**src/rtl/rfifo_pkg.sv**
```systemverilog
package rfifo_pkg;

    typedef enum logic {
        MODE_STD  = 1'b0,
        MODE_FWFT = 1'b1
    } fifo_mode_e;

    typedef struct packed {
        logic busy;       // rewind setup cycle in progress
        logic out_valid;  // fall-through output register holds a word
        logic arm;        // fall-through fetch scheduled for next edge
    } rd_state_t;

    function automatic int unsigned wrap_inc(int unsigned p, int unsigned lim);
        return (p + 1 >= lim) ? 0 : p + 1;
    endfunction

endpackage

```
**src/rtl/rfifo_mem.sv**
```systemverilog
module rfifo_mem #(
    parameter int DW    = 9,
    parameter int DEPTH = 16,
    parameter int AW    = 4
) (
    input  logic          clk,
    input  logic          we,
    input  logic [AW-1:0] waddr,
    input  logic [DW-1:0] wdata,
    input  logic [AW-1:0] raddr,
    output logic [DW-1:0] rdata
);
    logic [DW-1:0] cells [DEPTH];

    always_ff @(posedge clk) begin
        if (we) cells[waddr] <= wdata;
    end

    assign rdata = cells[raddr];
endmodule

```
**src/rtl/rfifo_flags.sv**
```systemverilog
module rfifo_flags
    import rfifo_pkg::*;
#(
    parameter int DEPTH = 16,
    parameter int CW    = 5
) (
    input  fifo_mode_e    mode,
    input  logic [CW-1:0] cnt,
    input  logic          out_valid,
    input  logic          busy,
    output logic          rd_flag_n,
    output logic          wr_flag_n,
    output logic          half_n
);
    logic          full;
    logic          has_data;
    logic [CW-1:0] total;

    assign full     = (cnt == CW'(DEPTH));
    assign has_data = (cnt != '0);
    assign total    = cnt + CW'(out_valid && (mode == MODE_FWFT));

    always_comb begin
        if (mode == MODE_STD) begin
            rd_flag_n = has_data && !busy;
            wr_flag_n = !full;
        end else begin
            rd_flag_n = !out_valid;
            wr_flag_n = full;
        end
        half_n = !(total > CW'(DEPTH / 2));
    end
endmodule

```
**src/rtl/rewind_fifo.sv**
```systemverilog
module rewind_fifo
    import rfifo_pkg::*;
#(
    parameter int DW    = 9,
    parameter int DEPTH = 16
) (
    input  logic          clk,
    input  logic          mrst,
    input  logic          prst,
    input  logic          fall_sel,
    input  logic [DW-1:0] din,
    input  logic          wr_en_n,
    input  logic          rd_en_n,
    input  logic          rewind_n,
    output logic [DW-1:0] dout,
    output logic          rd_flag_n,
    output logic          wr_flag_n,
    output logic          half_n
);
    localparam int AW = (DEPTH > 1) ? $clog2(DEPTH) : 1;
    localparam int CW = $clog2(DEPTH + 2);

    fifo_mode_e    mode;
    rd_state_t     st;
    logic [AW-1:0] wptr, rptr;
    logic [CW-1:0] cnt;
    logic [DW-1:0] mem_q;
    logic          rst_any, can_wr, has_data, rw_req, pop;

    assign rst_any  = mrst || prst;
    assign has_data = (cnt != '0);
    assign can_wr   = !wr_en_n && (cnt != CW'(DEPTH));
    assign rw_req   = !rewind_n && rd_en_n && wr_en_n && !st.busy;

    always_comb begin
        pop = 1'b0;
        if (st.busy)
            pop = (mode == MODE_FWFT) && has_data;
        else if (rw_req)
            pop = 1'b0;
        else if (mode == MODE_STD)
            pop = !rd_en_n && has_data;
        else
            pop = has_data && ((st.out_valid && !rd_en_n) || (st.arm && !st.out_valid));
    end

    rfifo_mem #(.DW(DW), .DEPTH(DEPTH), .AW(AW)) u_mem (
        .clk   (clk),
        .we    (can_wr && !rst_any),
        .waddr (wptr),
        .wdata (din),
        .raddr (rptr),
        .rdata (mem_q)
    );

    rfifo_flags #(.DEPTH(DEPTH), .CW(CW)) u_flags (
        .mode      (mode),
        .cnt       (cnt),
        .out_valid (st.out_valid),
        .busy      (st.busy),
        .rd_flag_n (rd_flag_n),
        .wr_flag_n (wr_flag_n),
        .half_n    (half_n)
    );

    always_ff @(posedge clk) begin
        if (mrst) mode <= fall_sel ? MODE_FWFT : MODE_STD;
    end

    always_ff @(posedge clk) begin
        if (rst_any) begin
            wptr <= '0;
            rptr <= '0;
            cnt  <= '0;
            st   <= '0;
            dout <= '0;
        end else begin
            if (can_wr) wptr <= AW'(wrap_inc(32'(wptr), DEPTH));
            if (rw_req) begin
                rptr         <= '0;
                cnt          <= CW'(wptr);
                st.busy      <= 1'b1;
                st.out_valid <= 1'b0;
                st.arm       <= 1'b0;
            end else begin
                if (pop) rptr <= AW'(wrap_inc(32'(rptr), DEPTH));
                cnt     <= cnt + CW'(can_wr) - CW'(pop);
                st.busy <= 1'b0;
                if (mode == MODE_STD) begin
                    if (pop) dout <= mem_q;
                end else begin
                    if (pop) begin
                        dout         <= mem_q;
                        st.out_valid <= 1'b1;
                    end else if (st.out_valid && !rd_en_n && !st.busy) begin
                        st.out_valid <= 1'b0;
                    end
                    st.arm <= !st.out_valid && has_data && !st.busy && !pop;
                end
            end
        end
    end


    no_overflow_chk: assert property (@(posedge clk) disable iff (rst_any)
        cnt <= CW'(DEPTH));


    mode_keep_chk: assert property (@(posedge clk) disable iff (mrst)
        prst |=> $stable(mode));


    reset_clear_chk: assert property (@(posedge clk) disable iff (prst)
        $fell(mrst) |-> (dout == '0 && half_n));


    rewind_ptr_chk: assert property (@(posedge clk) disable iff (rst_any)
        (!rewind_n && rd_en_n && wr_en_n && !st.busy) |=> (rptr == '0 && st.busy));


    rewind_ignore_chk: assert property (@(posedge clk) disable iff (rst_any)
        (!rewind_n && (!rd_en_n || !wr_en_n) && !st.busy) |=> !st.busy);


    fwft_setup_chk: assert property (@(posedge clk) disable iff (rst_any)
        ($fell(st.busy) && !$past(rst_any) && mode == MODE_FWFT && $past(cnt) != '0)
            |-> st.out_valid);
endmodule

```
**config.mk**
```make
export PLATFORM = sky130hd
export DESIGN_NAME = rewind_fifo
export DESIGN_NICKNAME = d
export VERILOG_FILES = /design/src/rtl/rfifo_pkg.sv /design/src/rtl/rfifo_mem.sv /design/src/rtl/rfifo_flags.sv /design/src/rtl/rewind_fifo.sv
export SDC_FILE = /design/constraint.sdc
export NUM_CORES = 1
export LEC_CHECK = 0
export BUFFER_PORTS_ARGS = -buffer_cell sky130_fd_sc_hd__buf_4
export CAP_MARGIN = 15
export CORE_ASPECT_RATIO = 1.1
export CORE_MARGIN = 2
export CORE_UTILIZATION = 35
export CTS_CLUSTER_DIAMETER = 60
export CTS_CLUSTER_SIZE = 25
export DETAILED_ROUTE_END_ITERATION = 12
export PLACE_DENSITY = 0.59
export SYNTH_ARGS = -nofsm -noshare
export SYNTH_HDL_FRONTEND = slang
export SYNTH_SLANG_ARGS = --single-unit
export TNS_END_PERCENT = 50
```
**constraint.sdc**
```tcl
create_clock -name clk -period 8.8 [get_ports clk]
set_clock_uncertainty 0.1 [all_clocks]
set_input_delay 0.88 -clock clk [delete_from_list [all_inputs] [get_ports clk]]
set_output_delay 0.88 -clock clk [all_outputs]
set_load 0.1 [all_outputs]
```
After elaboration in Yosys (flattened, before gate mapping)

Memories as Yosys holds them, arrays and structs flattened. A register that Yosys moved wholly into a read port is not among the register bits.
Index checks and enable logic that the tools add are counted.

$add $sub $neg: 5
$mul: 0
Divide/modulo/power cells: 0
Magnitude comparators: 3
Equal/unequal tests: 2
Shift-type cells: 0
Mux-type cells: 15
Bitwise gates (word level): 1
Reductions and logical operators: 32

Operators by type and width:

| operator            | number |
|---|---|
| $logic_and 1x1->1   | 16 |
| $mux 4              | 3 |
| $add 4x1->5 const B | 2 |
| $add 5x1->5         | 2 |
| $ge 5x5->1 const B  | 2 |
| $mux 1              | 10 |
| $logic_not 1->1     | 9 |
| $eq 5x5->1 const B  | 1 |
| $gt 5x4->1 const B  | 1 |
| $ne 5x5->1 const B  | 1 |
| $reduce_bool 5->1   | 1 |
| $sub 5x1->5         | 1 |
| $reduce_and 2->1    | 2 |
| $mux 3              | 1 |
| $logic_or 1x1->1    | 2 |
| $mux 2              | 1 |
| $reduce_bool 2->1   | 1 |
| $reduce_or 2->1     | 1 |
| $not 1->1           | 1 |

Bits in registers: 17
Bits in latches: 0
Memory bits (writable): 144
Memory bits (read-only): 0
Input bits: 16
Output and inout bits: 12
Memories: 1

Memory list:

| name        | words | bits a word | rd ports | clocked after Yosys merged registers in | write ports | line            | text |
|---|---|---|---|---|---|---|---|
| u_mem.cells | 16    | 9           | 1        | 1                                       | 1           | rfifo_mem.sv:13 | `logic [DW-1:0] cells [DEPTH];` |

Logic depth before layout (Yosys ltp)

Word-level depth: 11
Gate-level depth with buffers: 12
Depth with buffers taken out: 12

By module

Synthesis repeated with hierarchy kept, for this count alone.

Cell total of the unflattened synthesis: 414
Area, all modules: 7,041.8 µm²

Modules (own cells, without submodules):

| module      | times used | cells an instance | area an instance (µm²) | seq. area each (µm²) |
|---|---|---|---|---|
| rfifo_mem   | 1          | 245               | 5,600.4                | 4,324.1 |
| rewind_fifo | 1          | 150               | 1,293.7                | 530.5 |
| rfifo_flags | 1          | 19                | 147.6                  | 0.0 |

Worst setup path after synthesis

Ideal clock, no wire load.

Path type: reg2out
Start point: register mode
End point: output port half_n
Arrival: 3.601 ns
Data required time: 7.820 ns
Setup slack: 4.219 ns
Cell stages (with the launch flop): 8
Buffers on the path: 1
Cells stage by stage: edfxtp_1 -> buf_4 -> and2_1 -> ha_1 -> ha_1 -> a211oi_1 -> nor2_1 -> a221oi_1

Word-level cells in the longest chain between the ends: 4

RTL lines:

| what                     | line              | text |
|---|---|---|
| start: declaration       | rewind_fifo.sv:23 | `fifo_mode_e mode;` |
| start signal: assignment | rewind_fifo.sv:67 | `if (mrst) mode <= fall_sel ? MODE_FWFT : MODE_STD;` |
| $logic_and 1x1->1        | rfifo_flags.sv:21 | `assign total = cnt + CW'(out_valid && (mode == MODE_FWFT));` |
| $add 5x1->5              | rfifo_flags.sv:21 |  |
| $gt 5x4->1               | rfifo_flags.sv:31 | `half_n = !(total > CW'(DEPTH / 2));` |
| $logic_not 1->1          | rfifo_flags.sv:31 |  |
| end: declaration         | rewind_fifo.sv:18 | `output logic half_n` |

No other way between the ends.

Worst setup path after layout

Same ends and word-level chain as after synthesis.

==> impl_metrics.yaml <==
status:
  run_status: "complete, no violations"
clocking:
  clk_pin_slew_worst_paths_ns: 0.07
  ctsResizeCount: 0
  htree_levels: 4
  tritoncts: "built"
  cts_buffers: 17
  post_cts_buffers: 0
  ctsHoldBuffers: 0
  root_buffer: "clkbuf_16"
  cts_sinks: 170
  clock_path_buffers: 2
  clk_latency_ns: 0.42
drt:
  route.detailed.drc: 0
  first_pass_iters: 6
  avgRoutedWirePerCell_um: 20.9
  postRouteAntennaNets: 0
  vias: 3764
  first_iter_violations: 310
  vias_per_cell: 5.31
  wirelength_um: 14800
timing:
  finalSetupViolations: 0
  rsz0062_at_grt: "false"
  post-route-period-util_pct: 39.9
  fmax_mhz: 285
  max-slew-margin-rel_pct: 23.4
  drv_slew: 0
  fin_crit_ns: 3.51
  tns_ns: 0
  tightest_slew_ns: 1.15
  finalHoldViolations: 0
  setup_slack_ns: 5.29
min_path:
  timing.hold.worst.start: "dout[3]$_SDFFE_PP0P_"
  hold_class: "reg -> reg"
final_layout:
  antenna-diode-count: 0
  fin_area_sq_um: 8010
  num-nets-final: 475
  drive_gt1_share_pct: 23.2
  syn_to_final_growth_pct: 14.9
place:
  dp_slack_ns: 5.05
  port_buffers: 27
  place_area_sq_um: 7430
  place_congestion: 0.749
  place_hpwl_um: 9330
pwr:
  total_leakage_power_nw: 2.57
  p_seq_share_pct: 49.9
  p_switching_mw: 0.401
  combPwrFrac_pct: 8.2
  ir_drop_mv: 0.144
  p_sw_share_pct: 22.5
  cellPowerDensity_nw_per_um2: 222
  finalPower_mw: 1.78
  intPower_mw: 1.38
  pwr-share-clk_pct: 41.9
synthesis:
  async_flop_share_pct: 0
  yosys-top-cells-area: "edfxtp_1 62%, mux4_2 12%, dfxtp_1 7.2%"
  ys_ff_latch: 170
  synthDistinctLibCells: 48
  ys_warn_count: 0
  synth_commonest_cells: "145 x edfxtp_1, 40 x nor2_1, 36 x mux4_2"
  yosysMostFrequentCell: "edfxtp_1"
  yosys.area.top_type: "edfxtp_1"
  synth_edf_count: 145
  syn_nets: 444
  synth.avg_cell_area_sq_um: 16.9
  syn_inst: 413
  synthFlopType: "edfxtp_1"
  synth_top_cell_area_share_pct: 62.4
  synth.yosys.seq_area_share_pct: 69.6
  synth_area_sq_um: 6980
critical_path:
  path_cells: "and2_1 > ha_1 > ha_1 > a211oi_1 > nor2_1 > a221oi_1 > buf_4"
  cp_max_fo: 9
  cp_slowest_cell: "edfxtp_1"
  critical_path_required_ns: 7.82
  crit_start: "mode$_DFFE_PP_"
  cp_common_cell: "ha_1"
  critPathLaunchType: "flop"
  path_class: "reg -> out"
  r2r_start: "cnt[2]$_SDFF_PP0_"
  end_kind: "output port"
  max_stage_delay_ns: 0.55
  crit_arrival_ns: 2.53
floorplanning:
  die_y_um: 152
  ios: 28
  start_util_pct: 35.5
  core-area_sq_um: 19700
  rows: 54
  die-width_um: 139
  die_area_sq_um: 21100
grt:
  grtUsageTotal_pct: 14.7
  grt_max_degree: 42
  grt_antenna_before_repair: 0
  grt_overflow: 0
  grt_pass1_vias: 3951
  grt_pass1_wl_um: 22900
job:
  drv_cap: 0
-- final cells by class --
cell class,instances,area (sq um)
clock inverter,11,145
timing repair buffer,32,240
sequential,170,4860
multi-input combinational,213,1980
fill,1729,11600
clock buffer,21,440
tap,252,315
inverter,10,37.5
-- power groups by stage --
stage | registers [mW] | logic, mW | clock network (mW)
after floorplan | 0.913 | 0.0972 | 0
after global routing | 0.889 | 0.158 | 0.785
after detailed placement | 0.905 | 0.146 | 0
after CTS | 0.888 | 0.146 | 0.755
after global placement | 0.905 | 0.142 | 0
final | 0.888 | 0.145 | 0.745
-- cell families (layout without fill, tap and decap cells) --
logic type,after synthesis,in the layout,synth area share [%]
compound gates,64,64,6.62
xor+xnor,7,7,0.879
fa+ha+maj,15,15,2.80
buf+inv,30,74,2.19
flops,170,170,69.6
mux,36,36,11.6
simple gates,91,91,6.30
-- critical path, delay by kind of cell (launching register included) --
family          cells  cell delay (ns)
flops               1             0.55
fa+ha+maj           2             0.47
compound gates      2             0.44
buf+inv             1             0.34
simple gates        2             0.29
-- cell usage in the layout, fill, tap and decap left out, types with 2 or more instances in the layout --
cell / n
mux4_2: 36
o21ai_1: 3
a21oi_1: 15
bufinv_16: 3
dfxtp_1: 24
inv_1: 10
nor2b_1: 2
clkinvlp_4: 3
ha_1: 14
nand2_1: 20
a22o_1: 18
buf_4: 32
o21ai_0: 4
clkbuf_16: 17
nor2_1: 40
nand2b_1: 2
nor3_2: 3
nor3_1: 3
xor2_1: 2
clkinv_2: 3
a211oi_1: 3
edfxtp_1: 145
or4_1: 2
clkbuf_1: 4
o31ai_1: 2
nand3_1: 8
xnor2_1: 5
a21o_1: 2
and2_1: 2
o22ai_1: 10
-- sequential cells by signal, summed over array words and instances (netlist names) --
| signal | count |
|---|---|
| rptr | 4 |
| wptr | 4 |
| dout | 9 |
| u_mem.cells | 144 |
| st | 3 |
| cnt | 5 |
| mode | 1 |
-- routing by layer --
metal	wire length (um)	vias up	global-route usage, %
met5	0	-	0
met4	342	0	6.03
met3	591	22	3.15
met2	7320	101	24.2
met1	6570	1950	18.9
li1	-	1691	-
-- path summary, 6_finish.rpt --
| kind | to | slack (ns) | cells past startpoint |
|---|---|---|---|
| min reg2reg | dout[3]$_SDFFE_PP0P_ | 0.39 | 2 |
| min | dout[3]$_SDFFE_PP0P_ | 0.39 | 2 |
| max | half_n | 5.29 | 7 |
| max reg2reg | cnt[4]$_SDFF_PP0_ | 5.39 | 12 |
-- metrics by stage --
step | instances | util [%] | hold WS, ns
after floorplan | 413 | - | 0.380
after global placement | 677 | 37.8 | 0.384
after detailed placement | 677 | 37.8 | 0.372
after CTS | 709 | 40.8 | 0.383
after global routing | 709 | 40.8 | 0.401
final | 709 | 40.8 | 0.386
Note: power is estimated with default switching activity, not from simulation.
